--- src/rtl/serclk_pkg.sv ---
package serclk_pkg;

   localparam int SRC_CODE_W = 3;
   localparam int NUM_SRC    = 1 << SRC_CODE_W;
   localparam int NUM_TMR    = 3;

   typedef enum logic [SRC_CODE_W-1:0] {
      SRC_EXT_PIN = 3'd0,
      SRC_INT_A   = 3'd1,
      SRC_INT_B   = 3'd2,
      SRC_INT_B2  = 3'd3,
      SRC_SOFT    = 3'd4,
      SRC_TMR0    = 3'd5,
      SRC_TMR1    = 3'd6,
      SRC_TMR2    = 3'd7
   } src_sel_e;

   typedef struct packed {
      logic shift;
      logic sample;
   } strobe_t;

endpackage

--- src/rtl/serclk_src_sample.sv ---
module serclk_src_sample #(
   parameter int NUM_SRC     = 8,
   parameter int EXT_IDX     = 0,
   parameter int SYNC_STAGES = 2
) (
   input  logic               clk,
   input  logic               rst_n,
   input  logic [NUM_SRC-1:0] raw_i,
   output logic [NUM_SRC-1:0] level_o,
   output logic [NUM_SRC-1:0] edge_o
);

   localparam int ARM_LAST = SYNC_STAGES + 1;
   localparam int ARM_W    = $clog2(ARM_LAST + 1);

   logic [NUM_SRC-1:0] prev_q;
   logic [ARM_W-1:0]   arm_cnt_q;
   logic               armed;

   for (genvar i = 0; i < NUM_SRC; i++) begin : g_src
      if (i == EXT_IDX) begin : g_sync
         logic [SYNC_STAGES-1:0] chain_q;
         if (SYNC_STAGES == 1) begin : g_one
            always_ff @(posedge clk or negedge rst_n) begin
               if (!rst_n) chain_q <= '0;
               else        chain_q <= raw_i[i];
            end
         end else begin : g_many
            always_ff @(posedge clk or negedge rst_n) begin
               if (!rst_n) chain_q <= '0;
               else        chain_q <= {chain_q[SYNC_STAGES-2:0], raw_i[i]};
            end
         end
         assign level_o[i] = chain_q[SYNC_STAGES-1];
      end else begin : g_plain
         logic smp_q;
         always_ff @(posedge clk or negedge rst_n) begin
            if (!rst_n) smp_q <= 1'b0;
            else        smp_q <= raw_i[i];
         end
         assign level_o[i] = smp_q;
      end
   end

   always_ff @(posedge clk or negedge rst_n) begin
      if (!rst_n) prev_q <= '0;
      else        prev_q <= level_o;
   end

   // edges are ignored until every sampling stage holds real pin data
   always_ff @(posedge clk or negedge rst_n) begin
      if (!rst_n)                         arm_cnt_q <= '0;
      else if (arm_cnt_q != ARM_W'(ARM_LAST)) arm_cnt_q <= arm_cnt_q + 1'b1;
   end

   assign armed  = (arm_cnt_q == ARM_W'(ARM_LAST));
   assign edge_o = (level_o ^ prev_q) & {NUM_SRC{armed}};

endmodule

--- src/rtl/serclk_div.sv ---
module serclk_div #(
   parameter int CODE_W = 3
) (
   input  logic              clk,
   input  logic              rst_n,
   input  logic              clear_i,
   input  logic              tick_i,
   input  logic [CODE_W-1:0] code_i,
   output logic              tick_o
);

   localparam int CNT_W = (1 << CODE_W) - 1;

   logic [CNT_W-1:0] cnt_q;
   logic [CNT_W:0]   span;
   logic [CNT_W-1:0] limit;
   logic             at_limit;

   assign span     = (CNT_W+1)'(1) << code_i;
   assign limit    = CNT_W'(span - 1'b1);
   assign at_limit = (cnt_q >= limit);
   assign tick_o   = tick_i & at_limit & ~clear_i;

   always_ff @(posedge clk or negedge rst_n) begin
      if (!rst_n)        cnt_q <= '0;
      else if (clear_i)  cnt_q <= '0;
      else if (tick_i)   cnt_q <= at_limit ? '0 : cnt_q + 1'b1;
   end

endmodule

--- src/rtl/serclk_phase.sv ---
module serclk_phase
   import serclk_pkg::*;
(
   input  logic    clk,
   input  logic    rst_n,
   input  logic    tick_i,
   input  logic    halt_i,
   input  logic    master_i,
   input  logic    ext_active_i,
   input  logic    pha_i,
   output logic    active_o,
   output strobe_t stb_o
);

   logic active_q;
   logic nxt_active;
   logic moves;
   logic go;

   always_comb begin
      nxt_active = master_i ? ~active_q : ext_active_i;
      moves      = master_i | (ext_active_i != active_q);
      go         = tick_i & moves & ~halt_i;
   end

   always_ff @(posedge clk or negedge rst_n) begin
      if (!rst_n) begin
         active_q <= 1'b0;
         stb_o    <= '0;
      end else if (halt_i) begin
         active_q <= 1'b0;
         stb_o    <= '0;
      end else if (go) begin
         active_q     <= nxt_active;
         stb_o.shift  <= nxt_active ^ pha_i;
         stb_o.sample <= ~(nxt_active ^ pha_i);
      end else begin
         stb_o <= '0;
      end
   end

   assign active_o = active_q;

endmodule

--- src/rtl/serclk_gen.sv ---
module serclk_gen
   import serclk_pkg::*;
#(
   parameter int DIV_CODE_W  = 3,
   parameter int SYNC_STAGES = 2
) (
   input  logic                  clk,
   input  logic                  rst_n,
   input  logic                  int_clk_a,
   input  logic                  int_clk_b,
   input  logic                  ext_sclk_in,
   input  logic                  soft_clk_bit,
   input  logic [NUM_TMR-1:0]    tmr_cmp_out,
   input  logic [SRC_CODE_W-1:0] cfg_src,
   input  logic [DIV_CODE_W-1:0] cfg_div,
   input  logic                  cfg_pol,
   input  logic                  cfg_pha,
   input  logic                  cfg_master,
   input  logic                  cnt_done_flag,
   input  logic                  start_flag,
   output logic                  sclk_out,
   output logic                  sclk_oe,
   output logic                  shift_stb,
   output logic                  sample_stb
);

   localparam int EXT_IDX = int'(SRC_EXT_PIN);

   if (SYNC_STAGES < 1) begin : g_bad_sync
      $error("serclk_gen: SYNC_STAGES must be at least 1");
   end
   if (DIV_CODE_W < 1 || DIV_CODE_W > 4) begin : g_bad_div
      $error("serclk_gen: DIV_CODE_W must lie in 1..4");
   end

   logic [NUM_SRC-1:0]    raw_src;
   logic [NUM_SRC-1:0]    src_level;
   logic [NUM_SRC-1:0]    src_edge;
   src_sel_e              sel_eff;
   logic [DIV_CODE_W-1:0] div_eff;
   logic                  halt;
   logic                  sel_edge;
   logic                  div_tick;
   logic                  active;
   strobe_t               stb;

   always_comb begin
      raw_src                  = '0;
      raw_src[SRC_EXT_PIN]     = ext_sclk_in;
      raw_src[SRC_INT_A]       = int_clk_a;
      raw_src[SRC_INT_B]       = int_clk_b;
      raw_src[SRC_INT_B2]      = int_clk_b;
      raw_src[SRC_SOFT]        = soft_clk_bit;
      raw_src[SRC_TMR0]        = tmr_cmp_out[0];
      raw_src[SRC_TMR1]        = tmr_cmp_out[1];
      raw_src[SRC_TMR2]        = tmr_cmp_out[2];
   end

   serclk_src_sample #(
      .NUM_SRC     (NUM_SRC),
      .EXT_IDX     (EXT_IDX),
      .SYNC_STAGES (SYNC_STAGES)
   ) i_sample (
      .clk     (clk),
      .rst_n   (rst_n),
      .raw_i   (raw_src),
      .level_o (src_level),
      .edge_o  (src_edge)
   );

   // a slave follows the pin one edge at a time
   assign sel_eff  = cfg_master ? src_sel_e'(cfg_src) : SRC_EXT_PIN;
   assign div_eff  = cfg_master ? cfg_div : '0;
   assign sel_edge = src_edge[sel_eff];
   assign halt     = cnt_done_flag | start_flag;

   serclk_div #(
      .CODE_W (DIV_CODE_W)
   ) i_div (
      .clk     (clk),
      .rst_n   (rst_n),
      .clear_i (halt),
      .tick_i  (sel_edge),
      .code_i  (div_eff),
      .tick_o  (div_tick)
   );

   serclk_phase i_phase (
      .clk          (clk),
      .rst_n        (rst_n),
      .tick_i       (div_tick),
      .halt_i       (halt),
      .master_i     (cfg_master),
      .ext_active_i (src_level[EXT_IDX] ^ cfg_pol),
      .pha_i        (cfg_pha),
      .active_o     (active),
      .stb_o        (stb)
   );

   assign sclk_out   = active ^ cfg_pol;
   assign sclk_oe    = cfg_master;
   assign shift_stb  = stb.shift;
   assign sample_stb = stb.sample;

endmodule

--- config.mk ---
export PLATFORM = sky130hd
export DESIGN_NAME = serclk_gen
export DESIGN_NICKNAME = d
export VERILOG_FILES = /design/src/rtl/serclk_pkg.sv /design/src/rtl/serclk_src_sample.sv /design/src/rtl/serclk_div.sv /design/src/rtl/serclk_phase.sv /design/src/rtl/serclk_gen.sv
export SDC_FILE = /design/constraint.sdc
export NUM_CORES = 1
export LEC_CHECK = 0
export BUFFER_PORTS_ARGS = -buffer_cell sky130_fd_sc_hd__buf_2
export CORE_MARGIN = 2
export CORE_UTILIZATION = 55
export DETAILED_ROUTE_END_ITERATION = 8
export GPL_TIMING_DRIVEN = 0
export PLACE_DENSITY = 0.83
export RECOVER_POWER = 25
export SETUP_SLACK_MARGIN = 0.2
export SYNTH_ARGS = -nofsm -noshare
export SYNTH_HDL_FRONTEND = slang
export SYNTH_SLANG_ARGS = --single-unit
--- constraint.sdc ---
create_clock -name clk -period 4 [get_ports clk]
set_input_delay 0.2 -clock clk [delete_from_list [all_inputs] [get_ports clk]]
set_output_delay 0.2 -clock clk [all_outputs]
set_load 0.005 [all_outputs]
---- Word-level counts from Yosys, hierarchy flattened ----
Cells that the tools add are included.
W data, S select, Z words.
word-level totals
  bits in latches ......................... 0
  input bits .............................. 20
  register bits ........................... 28
  output and inout bits ................... 4
  memories ................................ 0
  word-level logic and storage cells ...... 50
  bits in read-only memories .............. 0
  memory bits (writable) .................. 0
operators by class
  order comparisons ....................... 2
  div/mod/pow operators ................... 0
  multiply operators ...................... 0
  shift-type cells ........................ 1
  reduce and logical (&&, ||, !) cells .... 2
  bitwise operators ....................... 14
  muxes and demuxes ....................... 12
  eq/ne operators ......................... 3
  $add $sub $neg .......................... 3
operators with widths
  kind                   count
  $mux W7                3
  $and A8 B8 Y8          1
  $xor A8 B8 Y8          1
  $add A7 B1 Y7 const B  1
  $ge A7 B7 Y1           1
  $shl A1 B3 Y7 const A  1
  $sub A7 B1 Y7 const B  1
  $mux W3                2
  $and A1 B1 Y1          4
  $lt A3 B4 Y1 const B   1
  $mux W1                4
  $mux W2                2
  $reduce_bool A2 Y1     2
  $bmux W1 S3            1
  $not A1 Y1             3
  $xor A1 B1 Y1          3
  $add A2 B1 Y2 const B  1
  $eq A2 B2 Y1 const B   1
  $ne A2 B2 Y1 const B   1
  $or A1 B1 Y1           2
  $ne A1 B1 Y1           1

---- Longest topological paths before layout ----
Gate-level depths: netlist (run 1).
  depth after elaboration ................. 10
  gate-level depth with buffers ........... 13
  mapped depth without buffers ............ 12

---- By module ----
From an unflattened synthesis (run 1), not the netlist that was laid out.
second synthesis, totals
  cells, all modules ...................... 145
  area total of the unflattened synthesis .. 1565.3 um2
by module, submodules not included
  module             instances  area an instance (um2)  seq. area each (um2)  cells each
  serclk_src_sample  1          705.7                   475.5                 47
  serclk_div         1          580.6                   175.2                 62
  serclk_phase       1          150.1                   75.1                  16
  serclk_gen         1          128.9                   0.0                   20

---- Least setup slack after synthesis (run 1) ----
OpenSTA, ideal clock, no wires.
  path type ............................... input-to-reg
  from .................................... input port cfg_div[2]
  to ...................................... register i_div.cnt_q[5]
  required time ........................... 3918 ps
  stages .................................. 11
  library setup time ...................... 82 ps
  arrival time ............................ 2242 ps
  buffers on the path ..................... 1
  slack ................................... 1676 ps
  path through ............................ clkbuf_1 o31a_1 ha_1 xnor2_1 ha_1 a21o_1 a31oi_1 o21ai_2 nor2_2 nand2_1 o22ai_1
between the ends
  longest elaborated chain between the ends .. 7
RTL lines
  item                   RTL line          source
  start, declared        serclk_gen.sv:15  input logic [DIV_CODE_W-1:0] cfg_div,
  $mux W3                serclk_gen.sv:73  assign div_eff = cfg_master ? cfg_div : '0;
  $shl A1 B3 Y7          serclk_div.sv:19  assign span = (CNT_W+1)'(1) << code_i;
  $sub A7 B1 Y7          serclk_div.sv:20  assign limit = CNT_W'(span - 1'b1);
  $ge A7 B7 Y1           serclk_div.sv:21  assign at_limit = (cnt_q >= limit);
  $mux W7 (2 in series)  serclk_div.sv:27  else if (tick_i) cnt_q <= at_limit ? '0 : cnt_q + 1'b1;
  $mux W7                serclk_div.sv:26  else if (clear_i) cnt_q <= '0;
  end signal, assigned   serclk_div.sv:27
  end, declared          serclk_div.sv:14  logic [CNT_W-1:0] cnt_q;
No other way between the ends. The select of a mux whose other input is x is not followed.
A chain may end at the register's enable or synchronous reset.

---- Final worst setup path (run 1) ----
  from .................................... input port cfg_master
  to ...................................... register i_div.cnt_q[5]
between the ends
  longest elaborated chain between the ends .. 7
  elaborated cells on any way between the ends .. 11
  those cells by class .................... add/sub (1); order compare (1); shift (1); mux (7); reduce/logical (1)
RTL lines
  item                   RTL line          source
  start, declared        serclk_gen.sv:18  input logic cfg_master,
  $mux W3                serclk_gen.sv:73
  $shl A1 B3 Y7          serclk_div.sv:19
  $sub A7 B1 Y7          serclk_div.sv:20
  $ge A7 B7 Y1           serclk_div.sv:21
  $mux W7 (2 in series)  serclk_div.sv:27
  $mux W7                serclk_div.sv:26
Parallel ways exist; a longest one is shown, timed or not. The select of a mux whose other input is x is not followed.

==> impl_results.html, run 1 <==
<table>
<tr><th>Metric</th><th>Value</th></tr>
<tr><th colspan="2">Outcome</th></tr>
<tr><td>Status</td><td>finished clean</td></tr>
<tr><th colspan="2">Logic synthesis</th></tr>
<tr><td>Synthesis warning total</td><td>0</td></tr>
<tr><td>Netlist cell types</td><td>39</td></tr>
<tr><td>Seq cells post-synth</td><td>27</td></tr>
<tr><td>Synth Area per Inst</td><td>10.93 um^2</td></tr>
<tr><td>Cell count after synthesis</td><td>132</td></tr>
<tr><td>Synthesized net count</td><td>162</td></tr>
<tr><td>Leading register cell type out of synthesis</td><td>dfrtp_1</td></tr>
<tr><td>Dominant cell by count in the synthesized netlist</td><td>dfrtp_1</td></tr>
<tr><td>Commonest cells post-synth</td><td>dfrtp_1, nand2_1, ha_1, a21oi_1, xor2_1</td></tr>
<tr><td>Top area cells in the synthesized netlist</td><td>dfrtp_1, ha_1, xor2_1, nand2_1, xnor2_1</td></tr>
<tr><td>Number of synthesized flops with an enable pin</td><td>0</td></tr>
<tr><td>Share of async-settable or async-resettable flops after synthesis</td><td>100.0%</td></tr>
<tr><td>Yosys top cell by area</td><td>dfrtp_1</td></tr>
<tr><td>Mapped Area</td><td>1443 um^2</td></tr>
<tr><td>Sequential share of the synthesized area</td><td>46.83%</td></tr>
<tr><td>Area share of the largest cell type after synthesis</td><td>46.83%</td></tr>
<tr><th colspan="2">Floorplanning</th></tr>
<tr><td>Number of placed I/O pins</td><td>24</td></tr>
<tr><td>Full die area</td><td>3049 um^2</td></tr>
<tr><td>Area of the core region</td><td>2477 um^2</td></tr>
<tr><td>Number of core rows</td><td>18</td></tr>
<tr><td>Initial core utilization</td><td>58.23%</td></tr>
<tr><td>Die Height</td><td>55.22 um</td></tr>
<tr><td>Chip Width</td><td>55.22 um</td></tr>
<tr><th colspan="2">Setup path</th></tr>
<tr><td>Top fanout value on the critical path</td><td>10</td></tr>
<tr><td>Crit path launch type</td><td>input port</td></tr>
<tr><td>Dominant delay contributor by cell family on the critical path</td><td>compound AO/OA/AOI/OAI gates</td></tr>
<tr><td>Cell at the slowest stage of the critical path</td><td>ha_1</td></tr>
<tr><td>Setup Crit Path Kind</td><td>input port to register</td></tr>
<tr><td>Data arrival at the endpoint of the critical path</td><td>2.57 ns</td></tr>
<tr><td>Required time at the endpoint of the critical path</td><td>4.24 ns</td></tr>
<tr><td>FF-to-FF setup slack</td><td>1.95 ns</td></tr>
<tr><td>Worst path max stage delay</td><td>0.29 ns</td></tr>
<tr><td>Type of destination of the critical path</td><td>register</td></tr>
<tr><td>Cells along the critical path</td><td>buf_2 -&gt; buf_2 -&gt; o31a_1 -&gt; ha_1 -&gt; o21ai_0 -&gt; a32oi_1 -&gt; ha_1 -&gt; a21oi_1 -&gt; o21ai_2 -&gt; nor2_2 -&gt; nand2_1 -&gt; o22ai_1</td></tr>
<tr><td>Count of buffering cells on the critical path with inverters included</td><td>2</td></tr>
<tr><th colspan="2">Cells and area</th></tr>
<tr><td>Count of inserted antenna diode cells</td><td>0</td></tr>
<tr><td>Post-route cell area</td><td>1698 um^2</td></tr>
<tr><td>Share of cells above drive strength 1</td><td>22.89%</td></tr>
<tr><td>Synth-to-layout area growth</td><td>17.69%</td></tr>
<tr><td>NumNets Final</td><td>197</td></tr>
<tr><td>Number of standard cells in the layout, taps in and fillers out</td><td>196</td></tr>
<tr><th colspan="2">Timing</th></tr>
<tr><td>Max-Slew Margin vs Limit</td><td>60.61%</td></tr>
<tr><td>Highest attainable clock frequency</td><td>429.0 MHz</td></tr>
<tr><td>Final Hold Vio Count</td><td>0</td></tr>
<tr><td>Aggregate negative setup slack</td><td>0 ns</td></tr>
<tr><td>Final max-slew violation count</td><td>0</td></tr>
<tr><td>Setup violators final</td><td>0</td></tr>
<tr><td>Slew at the pin closest to its max-slew limit</td><td>0.5908 ns</td></tr>
<tr><td>Setup clock skew after layout</td><td>0.001958 ns</td></tr>
<tr><td>RSZ-0062 raised after global routing</td><td>false</td></tr>
<tr><td>Crit path time final</td><td>2.331 ns</td></tr>
<tr><td>Hold slack</td><td>0.05235 ns</td></tr>
<tr><td>Post-route clock period utilization</td><td>58.28%</td></tr>
<tr><th colspan="2">Detailed routing</th></tr>
<tr><td>First-pass DRT Iterations</td><td>4</td></tr>
<tr><td>Total number of vias</td><td>1113</td></tr>
<tr><td>Total wire length</td><td>2.740 mm</td></tr>
<tr><td>Drc violations</td><td>0</td></tr>
<tr><td>Initial DRC Count</td><td>19</td></tr>
<tr><td>WL/cell</td><td>13.98 um</td></tr>
<tr><td>Routed vias/inst</td><td>5.679</td></tr>
<tr><td>Antenna Violating Nets Remaining</td><td>0</td></tr>
<tr><th colspan="2">Placement</th></tr>
<tr><td>Cell total after placement</td><td>184</td></tr>
<tr><td>Final estimated routing congestion in global placement</td><td>0.8137</td></tr>
<tr><td>I/O Buffers</td><td>22</td></tr>
<tr><td>Post-DP HPWL</td><td>2.126 mm</td></tr>
<tr><td>Total cell area at the placement stage</td><td>1590 um^2</td></tr>
<tr><th colspan="2">Power and ir drop</th></tr>
<tr><td>Total leakage power</td><td>0.7724 nW</td></tr>
<tr><td>Combinational fraction of design power</td><td>18.9%</td></tr>
<tr><td>Clock share of power</td><td>23.0%</td></tr>
<tr><td>VDD IR max</td><td>225.4 uV</td></tr>
<tr><td>Internal power consumption</td><td>0.3620 mW</td></tr>
<tr><td>Net Switching</td><td>0.1345 mW</td></tr>
<tr><td>Sequential Power Share</td><td>58.1%</td></tr>
<tr><td>Switching share of total power</td><td>27.09%</td></tr>
<tr><td>Power Density</td><td>292.4 nW/um^2</td></tr>
<tr><td>Overall Power</td><td>0.4965 mW</td></tr>
<tr><th colspan="2">Global route</th></tr>
<tr><td>First-pass GRT wire length</td><td>4.981 mm</td></tr>
<tr><td>Number of antenna violations at the first check in global routing</td><td>0</td></tr>
<tr><td>Vias in the first global route</td><td>1158</td></tr>
<tr><td>GRT Resource Usage Total</td><td>20.19%</td></tr>
<tr><td>Largest net degree at the start of global routing</td><td>28</td></tr>
<tr><td>Overflow left after global routing</td><td>0</td></tr>
<tr><th colspan="2">Clocking</th></tr>
<tr><td>Setup fix buffers added after clock tree synthesis</td><td>0</td></tr>
<tr><td>Clock root cell</td><td>clkbuf_4</td></tr>
<tr><td>CTS tree</td><td>built</td></tr>
<tr><td>Count of instances resized after the clock tree is built</td><td>0</td></tr>
<tr><td>Clock sink total</td><td>27</td></tr>
<tr><td>CTS H-tree depth</td><td>1</td></tr>
<tr><td>Latest clock arrival within the worst-skew pair</td><td>0.31 ns</td></tr>
<tr><td>Hold buffer count at cts</td><td>8</td></tr>
<tr><td>Clock-pin transition on the worst setup and hold timing paths</td><td>0.14 ns</td></tr>
<tr><td>Clock buffer count from CTS</td><td>3</td></tr>
<tr><td>Clk buf depth</td><td>2</td></tr>
<tr><th colspan="2">Flow run</th></tr>
<tr><td>Max-cap violations</td><td>0</td></tr>
<tr><th colspan="2">Hold path</th></tr>
<tr><td>Class of the tightest hold or removal check</td><td>input port to register</td></tr>
</table>
[registers in the layout, indices dropped and copies added (netlist names)]
signal,count
i_phase.active_o,1
i_phase.stb_o,2
i_div.cnt_q,7
i_sample.g_src.g_sync.chain_q,2
i_sample.g_src.g_plain.smp_q,6
i_sample.prev_q,7
i_sample.arm_cnt_q,2
[area by class of cell]
class                           instances  area, um^2
Timing Repair Buffer                   30       190.2
Sequential cell                        27       675.6
Multi-Input combinational cell        100       743.2
Inverter                                1       3.754
Clock inverter                          1       5.005
Clock buffer                            3       22.52
Tap cell                               30       37.54
Fill cell                             195       779.5
Buffer                                  4       20.02
[cell families (layout without fill, tap and decap cells)]
group,count (synthesis),after routing,share of synthesized area (%)
buffers and inverters,5,39,1.648
adders and majority gates,10,10,8.673
DFF,27,27,46.83
AOI/OAI and AO/OA,29,29,16.22
and+or+nand+nor,44,44,15.87
muxes,4,4,2.862
xor gates and xnor gates,13,13,7.893
[worst reg2reg max path, delay by kind of cell, from the launching register on]
kind / cells / cell delay, ns
and+or+nand+nor: 3 / 0.58
AOI/OAI and AO/OA: 3 / 0.57
DFF: 1 / 0.48
buffers and inverters: 1 / 0.07
adders and majority gates: 1 / 0.28
[final timing paths]
kind	startpoint	to	cells past startpoint
min	start_flag	i_phase.stb_o[0]	2
max in group asynchronous	rst_n	i_sample.g_src[0].g_sync.chain_q[1]	2
max reg2reg	i_div.cnt_q[0]	i_div.cnt_q[5]	8
min reg2reg	i_sample.g_src[0].g_sync.chain_q[0]	i_sample.g_src[0].g_sync.chain_q[1]	0
max	cfg_master	i_div.cnt_q[5]	12
min in group asynchronous	rst_n	i_sample.g_src[5].g_plain.smp_q	2
[layout by cell type (no fill, tap or decap), drive strengths merged]
master	netlist	routed
nand2b	2	2
nand2	16	16
and4	1	1
nor2	5	5
buf	2	24
inv	1	1
dlygate4sd3	0	8
or2	3	3
xor2	8	8
nor4b	1	1
a21oi	9	9
a31oi	1	1
nand4b	1	1
o211a	1	1
nand3	6	6
clkbuf	2	5
mux2i	3	3
clkinv	0	1
o31a	1	1
a221oi	1	1
mux2	1	1
dfrtp	27	27
nor3	3	3
a32o	1	1
xnor2	5	5
nand4	1	1
a21o	3	3
or3	4	4
nor3b	1	1
o221ai	1	1
o21ai	4	4
ha	10	10
o211ai	2	2
a32oi	1	1
o22ai	4	4
[per-stage QoR]
stage          setup slack, ns  util, %
3_5_place_dp             1.325    64.19
5_1_grt                  1.350    68.54
2_1_floorplan            1.676        -
4_1_cts                  1.658    68.54
6_report                 1.669    68.54
3_3_place_gp             1.418    64.19
[metal layers]
metal / GRT usage [%] / wire, um / part of all wire [%] / vias up
met5: 0 / 0 / 0 / -
met4: 5.575 / 35 / 1.3 / 0
met3: 1.405 / 69 / 2.5 / 4
met2: 36.05 / 1428 / 52 / 22
met1: 26.39 / 1207 / 44 / 535
li1: - / - / - / 552
[power by group through the flow]
| stage | sequential [mW] | clock [mW] | combinational (mW) |
|---|---|---|---|
| after floorplan | 0.292 | 0 | 0.0581 |
| after global placement | 0.293 | 0 | 0.0833 |
| after detailed placement | 0.294 | 0 | 0.0878 |
| after CTS | 0.289 | 0.115 | 0.0939 |
| after global routing | 0.290 | 0.128 | 0.106 |
| final | 0.288 | 0.114 | 0.0938 |
(Power assumes the default switching activity.)
==> run 2: changes to the inputs <==
--- a/config.mk
+++ b/config.mk
@@ -7,10 +7,10 @@
 export LEC_CHECK = 0
 export BUFFER_PORTS_ARGS = -buffer_cell sky130_fd_sc_hd__buf_2
 export CORE_MARGIN = 2
-export CORE_UTILIZATION = 55
+export CORE_UTILIZATION = 49
 export DETAILED_ROUTE_END_ITERATION = 8
 export GPL_TIMING_DRIVEN = 0
-export PLACE_DENSITY = 0.83
+export PLACE_DENSITY = 0.79
 export RECOVER_POWER = 25
 export SETUP_SLACK_MARGIN = 0.2
 export SYNTH_ARGS = -nofsm -noshare
==> constraint.sdc (replaced) <==
create_clock -name clk -period 2 [get_ports clk]
set_input_delay 0.1 -clock clk [delete_from_list [all_inputs] [get_ports clk]]
set_output_delay 0.1 -clock clk [all_outputs]
set_load 0.005 [all_outputs]
==> impl_results.html, run 2 (synthesis gave the netlist of run 1 again) <==
<table>
<tr><th>Metric</th><th>Value</th></tr>
<tr><th colspan="2">Outcome</th></tr>
<tr><td>Status</td><td>finished clean</td></tr>
<tr><th colspan="2">Timing</th></tr>
<tr><td>Post-route clock period utilization</td><td>96.06%</td></tr>
<tr><td>Max-Slew Margin vs Limit</td><td>61.38% (+0.77 points)</td></tr>
<tr><td>Setup violators final</td><td>0 (unchanged)</td></tr>
<tr><td>Final max-slew violation count</td><td>0 (unchanged)</td></tr>
<tr><td>Setup slack after layout</td><td>0.07871 ns (-1.590 ns)</td></tr>
<tr><td>Slew at the pin closest to its max-slew limit</td><td>0.5793 ns (-0.01149 ns)</td></tr>
<tr><td>Highest attainable clock frequency</td><td>520.5 MHz</td></tr>
<tr><td>Setup clock skew after layout</td><td>0.005591 ns (+0.003633 ns)</td></tr>
<tr><td>RSZ-0062 raised after global routing</td><td>true</td></tr>
<tr><td>Final Hold Vio Count</td><td>0 (unchanged)</td></tr>
<tr><td>Crit path time final</td><td>1.921 ns</td></tr>
<tr><th colspan="2">Placement</th></tr>
<tr><td>Total cell area at the placement stage</td><td>1628 um^2 (+2.4%)</td></tr>
<tr><td>Cell total after placement</td><td>185 (+0.54%)</td></tr>
<tr><td>Final estimated routing congestion in global placement</td><td>0.8309 (+2.1%)</td></tr>
<tr><td>Pre-CTS worst setup slack</td><td>-0.4367 ns (-1.762 ns)</td></tr>
<tr><td>I/O Buffers</td><td>22 (unchanged)</td></tr>
<tr><td>Post-DP HPWL</td><td>2.023 mm (-4.8%)</td></tr>
<tr><th colspan="2">Cells and area</th></tr>
<tr><td>Share of cells above drive strength 1</td><td>32.57% (+9.7 points)</td></tr>
<tr><td>NumNets Final</td><td>206 (+4.6%)</td></tr>
<tr><td>Post-layout util</td><td>67.88% (-0.65 points)</td></tr>
<tr><td>Top flop regs</td><td>i_div.cnt_q (7), i_sample.prev_q (7), i_sample.g_src.g_plain.smp_q (6)</td></tr>
<tr><td>Post-route cell area</td><td>1888 um^2 (+11%)</td></tr>
<tr><td>Number of standard cells in the layout, taps in and fillers out</td><td>206 (+5.1%)</td></tr>
<tr><td>Filler Cell Count</td><td>188 (-3.6%)</td></tr>
<tr><td>Synth-to-layout area growth</td><td>30.88%</td></tr>
<tr><td>Count of inserted antenna diode cells</td><td>0 (unchanged)</td></tr>
<tr><td>Most frequent standard cell in the layout excluding fill and tap cells</td><td>dfrtp_1</td></tr>
<tr><td>Most frequent cells in the layout</td><td>dfrtp_1, buf_2, nand2_1</td></tr>
<tr><th colspan="2">Setup path</th></tr>
<tr><td>Type of destination of the critical path</td><td>register</td></tr>
<tr><td>Cells along the critical path</td><td>clkbuf_16 -&gt; o31a_1 -&gt; ha_4 -&gt; xnor2_1 -&gt; ha_1 -&gt; a21o_1 -&gt; a31oi_4 -&gt; o21ai_4 -&gt; nor2_4 -&gt; nand2_2 -&gt; o22ai_2</td></tr>
<tr><td>Register-to-Register Path Depth</td><td>7 (-1)</td></tr>
<tr><td>Top fanout value on the critical path</td><td>7 (-3)</td></tr>
<tr><td>Required time at the endpoint of the critical path</td><td>2.26 ns (-1.98 ns)</td></tr>
<tr><td>Setup Crit Path Kind</td><td>input port to register</td></tr>
<tr><td>Cell at the slowest stage of the critical path</td><td>o31a_1</td></tr>
<tr><td>Worst path max stage delay</td><td>0.33 ns (+0.04 ns)</td></tr>
<tr><td>Crit path launch type</td><td>input port</td></tr>
<tr><td>Data arrival at the endpoint of the critical path</td><td>2.18 ns (-0.39 ns)</td></tr>
<tr><th colspan="2">Floorplanning</th></tr>
<tr><td>Area of the core region</td><td>2781 um^2 (+12%)</td></tr>
<tr><td>Chip Width</td><td>58.26 um (+5.5%)</td></tr>
<tr><td>Number of core rows</td><td>19 (+1)</td></tr>
<tr><td>Initial core utilization</td><td>51.87% (-6.4 points)</td></tr>
<tr><td>Full die area</td><td>3394 um^2 (+11%)</td></tr>
<tr><td>Die Height</td><td>58.26 um (+5.5%)</td></tr>
<tr><td>Number of placed I/O pins</td><td>24 (unchanged)</td></tr>
<tr><th colspan="2">Clocking</th></tr>
<tr><td>Clock root cell</td><td>clkbuf_4</td></tr>
<tr><td>CTS tree</td><td>built</td></tr>
<tr><td>Clock-pin transition on the worst setup and hold timing paths</td><td>0.15 ns (about the same)</td></tr>
<tr><td>Clock sink total</td><td>27 (unchanged)</td></tr>
<tr><td>Clock buffer count from CTS</td><td>3 (unchanged)</td></tr>
<tr><td>Clk buf depth</td><td>2 (unchanged)</td></tr>
<tr><td>CTS H-tree depth</td><td>1 (unchanged)</td></tr>
<tr><td>Latest clock arrival within the worst-skew pair</td><td>0.33 ns (+0.02 ns)</td></tr>
<tr><th colspan="2">Detailed routing</th></tr>
<tr><td>Initial DRC Count</td><td>34 (+15)</td></tr>
<tr><td>Routed vias/inst</td><td>5.515 (-2.9%)</td></tr>
<tr><td>Antenna Violating Nets Remaining</td><td>0 (unchanged)</td></tr>
<tr><td>Drc violations</td><td>0 (unchanged)</td></tr>
<tr><td>WL/cell</td><td>14.16 um (+1.3%)</td></tr>
<tr><td>First-pass DRT Iterations</td><td>4 (unchanged)</td></tr>
<tr><td>Total number of vias</td><td>1136 (+2.1%)</td></tr>
<tr><td>Total wire length</td><td>2.917 mm (+6.5%)</td></tr>
<tr><th colspan="2">Global route</th></tr>
<tr><td>Number of antenna violations at the first check in global routing</td><td>0 (unchanged)</td></tr>
<tr><td>Vias in the first global route</td><td>1165 (+0.60%)</td></tr>
<tr><td>GRT Resource Usage Total</td><td>19.27% (-0.92 points)</td></tr>
<tr><td>Overflow left after global routing</td><td>0 (unchanged)</td></tr>
<tr><td>Largest net degree at the start of global routing</td><td>28 (unchanged)</td></tr>
<tr><td>First-pass GRT wire length</td><td>4.995 mm (+0.28%)</td></tr>
<tr><th colspan="2">Hold path</th></tr>
<tr><td>Cell count of the worst hold path</td><td>3 (+1)</td></tr>
<tr><td>Class of the tightest hold or removal check</td><td>input port to register</td></tr>
<tr><th colspan="2">Power and ir drop</th></tr>
<tr><td>Power Density</td><td>564.6 nW/um^2 (+93%)</td></tr>
<tr><td>Total leakage power</td><td>0.8462 nW (+9.6%)</td></tr>
<tr><td>Overall Power</td><td>1.066 mW (+110%)</td></tr>
<tr><td>VDD IR max</td><td>580.9 uV (+160%)</td></tr>
<tr><th colspan="2">Flow run</th></tr>
<tr><td>Max-cap violations</td><td>0 (unchanged)</td></tr>
</table>
==> run 2: repair_timing <==
action / CTS / global route
buffers inserted: 6 / 1
hold endpoints to repair: 35 / 0
gates resized for setup: 9 / 6
hold buffers: 10 / 0
pin swaps: 15 / 4
setup endpoints to repair: 10 / 10
==> run 2: layout make-up <==
type                    instances  area (um^2)  share of cell area, %
plain buffers                   4        47.55                  2.518
inverters                       1        3.754                 0.1988
multi-input cells             100        823.3                  43.61
clock buffers                   3        22.52                  1.193
flip-flops and latches         27        675.6                  35.79
well taps                      31        38.79                  2.054
clock inverters                 1        8.758                 0.4639
repair buffers                 39        267.8                  14.18
==> run 2: worst paths after layout <==
path | start | endpoint | slack (ns)
setup / recovery | cfg_div[2] | i_div.cnt_q[5] | 0.08
hold / removal | cfg_pha | i_phase.stb_o[1] | 0.08
setup reg to reg | i_div.cnt_q[5] | i_div.cnt_q[5] | 0.13
hold reg to reg | i_sample.g_src[0].g_sync.chain_q[0] | i_sample.g_src[0].g_sync.chain_q[1] | 0.37
max in group asynchronous | rst_n | i_div.cnt_q[2] | 1.34
min in group asynchronous | rst_n | i_sample.g_src[0].g_sync.chain_q[0] | 0.28
==> run 2: critical path: cells and delay by family <==
kind | cells | cell delay [ns]
AO/OA/AOI/OAI | 5 | 1.02
XOR/XNOR | 1 | 0.12
adder cells (fa/ha/maj) | 2 | 0.49
buffers and inverters | 1 | 0.12
AND/OR/NAND/NOR | 2 | 0.33
==> run 2: routing by layer <==
metal / share of wire [%] / global-route usage [%] / up-vias
met5: 0 / 0 / -
met4: 1.4 / 6.645 / 0
met3: 2.8 / 3.125 / 6
met2: 52 / 34.03 / 26
met1: 44 / 23.75 / 536
li1: - / - / 568
==> run 2: metrics by stage <==
stage               setup TNS [ns]  hold slack, ns
global placement            -2.967          0.1236
CTS                              0         0.06533
finish                           0         0.07758
detailed placement          -3.723          0.1280
floorplan                  -0.1581         -0.1956
global route            -0.0003031         0.08714
==> run 2: where the power goes <==
group          internal (mW)  switching, mW
sequential             0.564         0.0107
combinational          0.116          0.123
clock                 0.0816          0.170
==> run 3: changes to the inputs <==
--- a/config.mk
+++ b/config.mk
@@ -7,12 +7,13 @@
 export LEC_CHECK = 0
 export BUFFER_PORTS_ARGS = -buffer_cell sky130_fd_sc_hd__buf_2
 export CORE_MARGIN = 2
-export CORE_UTILIZATION = 49
+export CORE_UTILIZATION = 36
 export DETAILED_ROUTE_END_ITERATION = 8
 export GPL_TIMING_DRIVEN = 0
-export PLACE_DENSITY = 0.79
+export PLACE_DENSITY = 0.62
 export RECOVER_POWER = 25
 export SETUP_SLACK_MARGIN = 0.2
 export SYNTH_ARGS = -nofsm -noshare
 export SYNTH_HDL_FRONTEND = slang
 export SYNTH_SLANG_ARGS = --single-unit
+export TNS_END_PERCENT = 10
==> impl_results.html, run 3 (synthesis gave the netlist of run 1 again) <==
<table>
<tr><th>Metric</th><th>Value</th></tr>
<tr><th colspan="2">Detailed routing</th></tr>
<tr><td>WL/cell</td><td>13.63 um (-3.7%)</td></tr>
<tr><td>Initial DRC Count</td><td>19 (-44%)</td></tr>
<tr><td>Total wire length</td><td>3.013 mm (+3.3%)</td></tr>
<tr><td>First-pass DRT Iterations</td><td>4 (unchanged)</td></tr>
<tr><td>Routed vias/inst</td><td>4.977 (-9.7%)</td></tr>
<tr><td>Total number of vias</td><td>1100 (-3.2%)</td></tr>
<tr><td>Drc violations</td><td>0 (unchanged)</td></tr>
<tr><td>Antenna Violating Nets Remaining</td><td>0 (unchanged)</td></tr>
<tr><th colspan="2">Timing</th></tr>
<tr><td>Crit path time final</td><td>2.033 ns (+0.1115 ns)</td></tr>
<tr><td>Setup slack after layout</td><td>-0.03280 ns (-0.1115 ns)</td></tr>
<tr><td>Slew at the pin closest to its max-slew limit</td><td>0.5939 ns (+0.01454 ns)</td></tr>
<tr><td>Setup violators final</td><td>3 (+3)</td></tr>
<tr><td>Final Hold Vio Count</td><td>0 (unchanged)</td></tr>
<tr><td>Final max-slew violation count</td><td>0 (unchanged)</td></tr>
<tr><td>Highest attainable clock frequency</td><td>491.9 MHz (-5.5%)</td></tr>
<tr><td>Post-route clock period utilization</td><td>101.6% (+5.6 points)</td></tr>
<tr><td>RSZ-0062 raised after global routing</td><td>true</td></tr>
<tr><td>Max-Slew Margin vs Limit</td><td>60.41% (-0.97 points)</td></tr>
<tr><td>Setup clock skew after layout</td><td>0.005174 ns (-0.0004174 ns)</td></tr>
<tr><th colspan="2">Cells and area</th></tr>
<tr><td>Post-route cell area</td><td>1878 um^2 (-0.53%)</td></tr>
<tr><td>Count of inserted antenna diode cells</td><td>0 (unchanged)</td></tr>
<tr><td>Top flop regs</td><td>i_div.cnt_q (7), i_sample.prev_q (7), i_sample.g_src.g_plain.smp_q (6)</td></tr>
<tr><td>NumNets Final</td><td>202 (-1.9%)</td></tr>
<tr><td>Synth-to-layout area growth</td><td>30.18%</td></tr>
<tr><td>Share of cells above drive strength 1</td><td>29.82% (-2.7 points)</td></tr>
<tr><td>Most frequent standard cell in the layout excluding fill and tap cells</td><td>dfrtp_1</td></tr>
<tr><td>Most frequent cells in the layout</td><td>dfrtp_1, buf_2, nand2_1</td></tr>
<tr><td>Filler Cell Count</td><td>373 (+98%)</td></tr>
<tr><th colspan="2">Global route</th></tr>
<tr><td>Number of antenna violations at the first check in global routing</td><td>0 (unchanged)</td></tr>
<tr><td>Overflow left after global routing</td><td>0 (unchanged)</td></tr>
<tr><td>GRT Resource Usage Total</td><td>14.01% (-5.3 points)</td></tr>
<tr><td>Largest net degree at the start of global routing</td><td>28 (unchanged)</td></tr>
<tr><td>First-pass GRT wire length</td><td>4.733 mm (-5.2%)</td></tr>
<tr><td>Vias in the first global route</td><td>1033 (-11%)</td></tr>
<tr><th colspan="2">Setup path</th></tr>
<tr><td>Required time at the endpoint of the critical path</td><td>2.19 ns (-0.07 ns)</td></tr>
<tr><td>Reg-to-Reg Start</td><td>i_div.cnt_q[2]</td></tr>
<tr><td>Worst path max stage delay</td><td>0.34 ns (about the same)</td></tr>
<tr><td>Top fanout value on the critical path</td><td>7 (unchanged)</td></tr>
<tr><td>Setup Crit Path Kind</td><td>input port to register</td></tr>
<tr><td>Data arrival at the endpoint of the critical path</td><td>2.23 ns (+0.05 ns)</td></tr>
<tr><td>Crit path launch type</td><td>input port</td></tr>
<tr><td>Count of buffering cells on the critical path with inverters included</td><td>2 (+1)</td></tr>
<tr><td>Cells along the critical path</td><td>buf_8 -&gt; o31a_1 -&gt; ha_4 -&gt; xnor2_1 -&gt; ha_1 -&gt; a21o_1 -&gt; a31oi_4 -&gt; o21ai_4 -&gt; nor2_4 -&gt; buf_4 -&gt; nand4b_1 -&gt; a21oi_1</td></tr>
<tr><td>Dominant delay contributor by cell family on the critical path</td><td>compound AO/OA/AOI/OAI gates</td></tr>
<tr><td>Critical path launch point</td><td>cfg_div[0]</td></tr>
<tr><td>Cell at the slowest stage of the critical path</td><td>o31a_1</td></tr>
<tr><td>FF-to-FF setup slack</td><td>0.09 ns (-0.04 ns)</td></tr>
<tr><td>Type of destination of the critical path</td><td>register</td></tr>
<tr><th colspan="2">Flow run</th></tr>
<tr><td>Max-cap violations</td><td>0 (unchanged)</td></tr>
<tr><th colspan="2">Placement</th></tr>
<tr><td>Pre-CTS worst setup slack</td><td>-0.4785 ns (-0.04181 ns)</td></tr>
<tr><td>Total cell area at the placement stage</td><td>1642 um^2 (+0.85%)</td></tr>
<tr><td>Final estimated routing congestion in global placement</td><td>0.8170 (-1.7%)</td></tr>
<tr><td>I/O Buffers</td><td>22 (unchanged)</td></tr>
<tr><td>Post-DP HPWL</td><td>2.117 mm (+4.6%)</td></tr>
<tr><th colspan="2">Clocking</th></tr>
<tr><td>Clock sink total</td><td>27 (unchanged)</td></tr>
<tr><td>Clk buf depth</td><td>2 (unchanged)</td></tr>
<tr><td>Clock-pin transition on the worst setup and hold timing paths</td><td>0.09 ns (-0.06 ns)</td></tr>
<tr><td>CTS tree</td><td>built</td></tr>
<tr><td>CTS H-tree depth</td><td>1 (unchanged)</td></tr>
<tr><td>Latest clock arrival within the worst-skew pair</td><td>0.27 ns (-0.06 ns)</td></tr>
<tr><td>Clock root cell</td><td>clkbuf_8</td></tr>
<tr><td>Clock buffer count from CTS</td><td>3 (unchanged)</td></tr>
<tr><th colspan="2">Power and ir drop</th></tr>
<tr><td>Internal power consumption</td><td>0.8133 mW (+6.7%)</td></tr>
<tr><td>Combinational fraction of design power</td><td>20.4% (-2.0 points)</td></tr>
<tr><td>Clock share of power</td><td>27.4% (+3.8 points)</td></tr>
<tr><td>Switching share of total power</td><td>26.37% (-2.2 points)</td></tr>
<tr><td>VDD IR max</td><td>340.6 uV (-41%)</td></tr>
<tr><td>Total leakage power</td><td>0.8293 nW (-2.0%)</td></tr>
<tr><td>Sequential Power Share</td><td>52.2% (-1.7 points)</td></tr>
<tr><td>Net Switching</td><td>0.2912 mW (-4.2%)</td></tr>
<tr><td>Power Density</td><td>588.1 nW/um^2 (+4.2%)</td></tr>
<tr><th colspan="2">Floorplanning</th></tr>
<tr><td>Number of core rows</td><td>23 (+4)</td></tr>
<tr><td>Chip Width</td><td>67.31 um (+16%)</td></tr>
<tr><td>Full die area</td><td>4530 um^2 (+33%)</td></tr>
<tr><td>Initial core utilization</td><td>36.86% (-15 points)</td></tr>
<tr><td>Number of placed I/O pins</td><td>24 (unchanged)</td></tr>
<tr><td>Area of the core region</td><td>3914 um^2 (+41%)</td></tr>
<tr><td>Die Height</td><td>67.31 um (+16%)</td></tr>
<tr><th colspan="2">Hold path</th></tr>
<tr><td>Hold wc startpoint</td><td>cnt_done_flag</td></tr>
<tr><td>Class of the tightest hold or removal check</td><td>input port to register</td></tr>
<tr><th colspan="2">Outcome</th></tr>
<tr><td>Status</td><td>finished, violations left</td></tr>
<tr><td>Violations in the final reports</td><td>setup timing</td></tr>
</table>
run 3: cell types whose count changed in the layout (fill, tap and decap cells not counted), sizes merged:
cell | before | now
dlygate4sd3 | 10 | 8
buf | 30 | 29
clkbuf | 6 | 5
clkinv | 0 | 1
inv | 2 | 1
run 3: final cells by class:
type | count | area, um^2 | area share [%]
inverters | 1 | 3.754 | 0.1999
well taps | 50 | 62.56 | 3.331
plain buffers | 4 | 36.28 | 1.932
repair buffers | 35 | 250.2 | 13.32
multi-input cells | 100 | 803.3 | 42.77
flip-flops and latches | 27 | 675.6 | 35.98
clock buffers | 3 | 41.29 | 2.199
clock inverters | 1 | 5.005 | 0.2665
run 3: metal layers:
layer	part of all wire, %	up-vias	GRT usage, %
met5	0	-	0
met4	1.7	0	5.612
met3	2.3	7	2.333
met2	51	19	22.77
met1	45	520	18.59
li1	-	554	-
run 3: power groups by stage:
stage,clock network [mW],logic (mW),registers (mW)
detailed placement,0,0.183,0.587
finish,0.303,0.225,0.576
CTS,0.309,0.215,0.576
global placement,0,0.176,0.586
global route,0.340,0.248,0.578
floorplan,0,0.124,0.584
run 3: final timing paths:
path | to | depth (start not counted)
setup / recovery | i_div.cnt_q[2] | 12
hold / removal | i_phase.stb_o[0] | 2
setup reg to reg | i_div.cnt_q[2] | 8
hold reg to reg | i_sample.g_src[0].g_sync.chain_q[1] | 0
max in group asynchronous | i_sample.prev_q[0] | 2
min in group asynchronous | i_sample.g_src[1].g_plain.smp_q | 2
run 3: timing repair:
item	CTS	global route
buffers inserted	2	3
resized for setup	14	3
gates cloned	0	0
pin swaps	10	6
hold endpoints to repair	34	0
hold buffers	8	0
setup endpoints to repair	10	10
run 3: stage by stage:
| step | power, mW | hold WS [ns] | utilization, % | TNS [ns] | instances |
|---|---|---|---|---|---|
| 6_report | 1.105 | 0.01544 | 47.99 | -0.05955 | 221 |
| 5_1_grt | 1.166 | 0.01219 | 47.99 | -0.5201 | 221 |
| 4_1_cts | 1.101 | 0.009454 | 47.09 | 0 | 218 |
| 3_5_place_dp | 0.7705 | 0.1409 | 41.94 | -4.059 | 204 |
| 3_3_place_gp | 0.7623 | 0.1275 | 41.94 | -3.188 | 204 |
| 2_1_floorplan | 0.7079 | -0.1956 | - | -0.2427 | 132 |
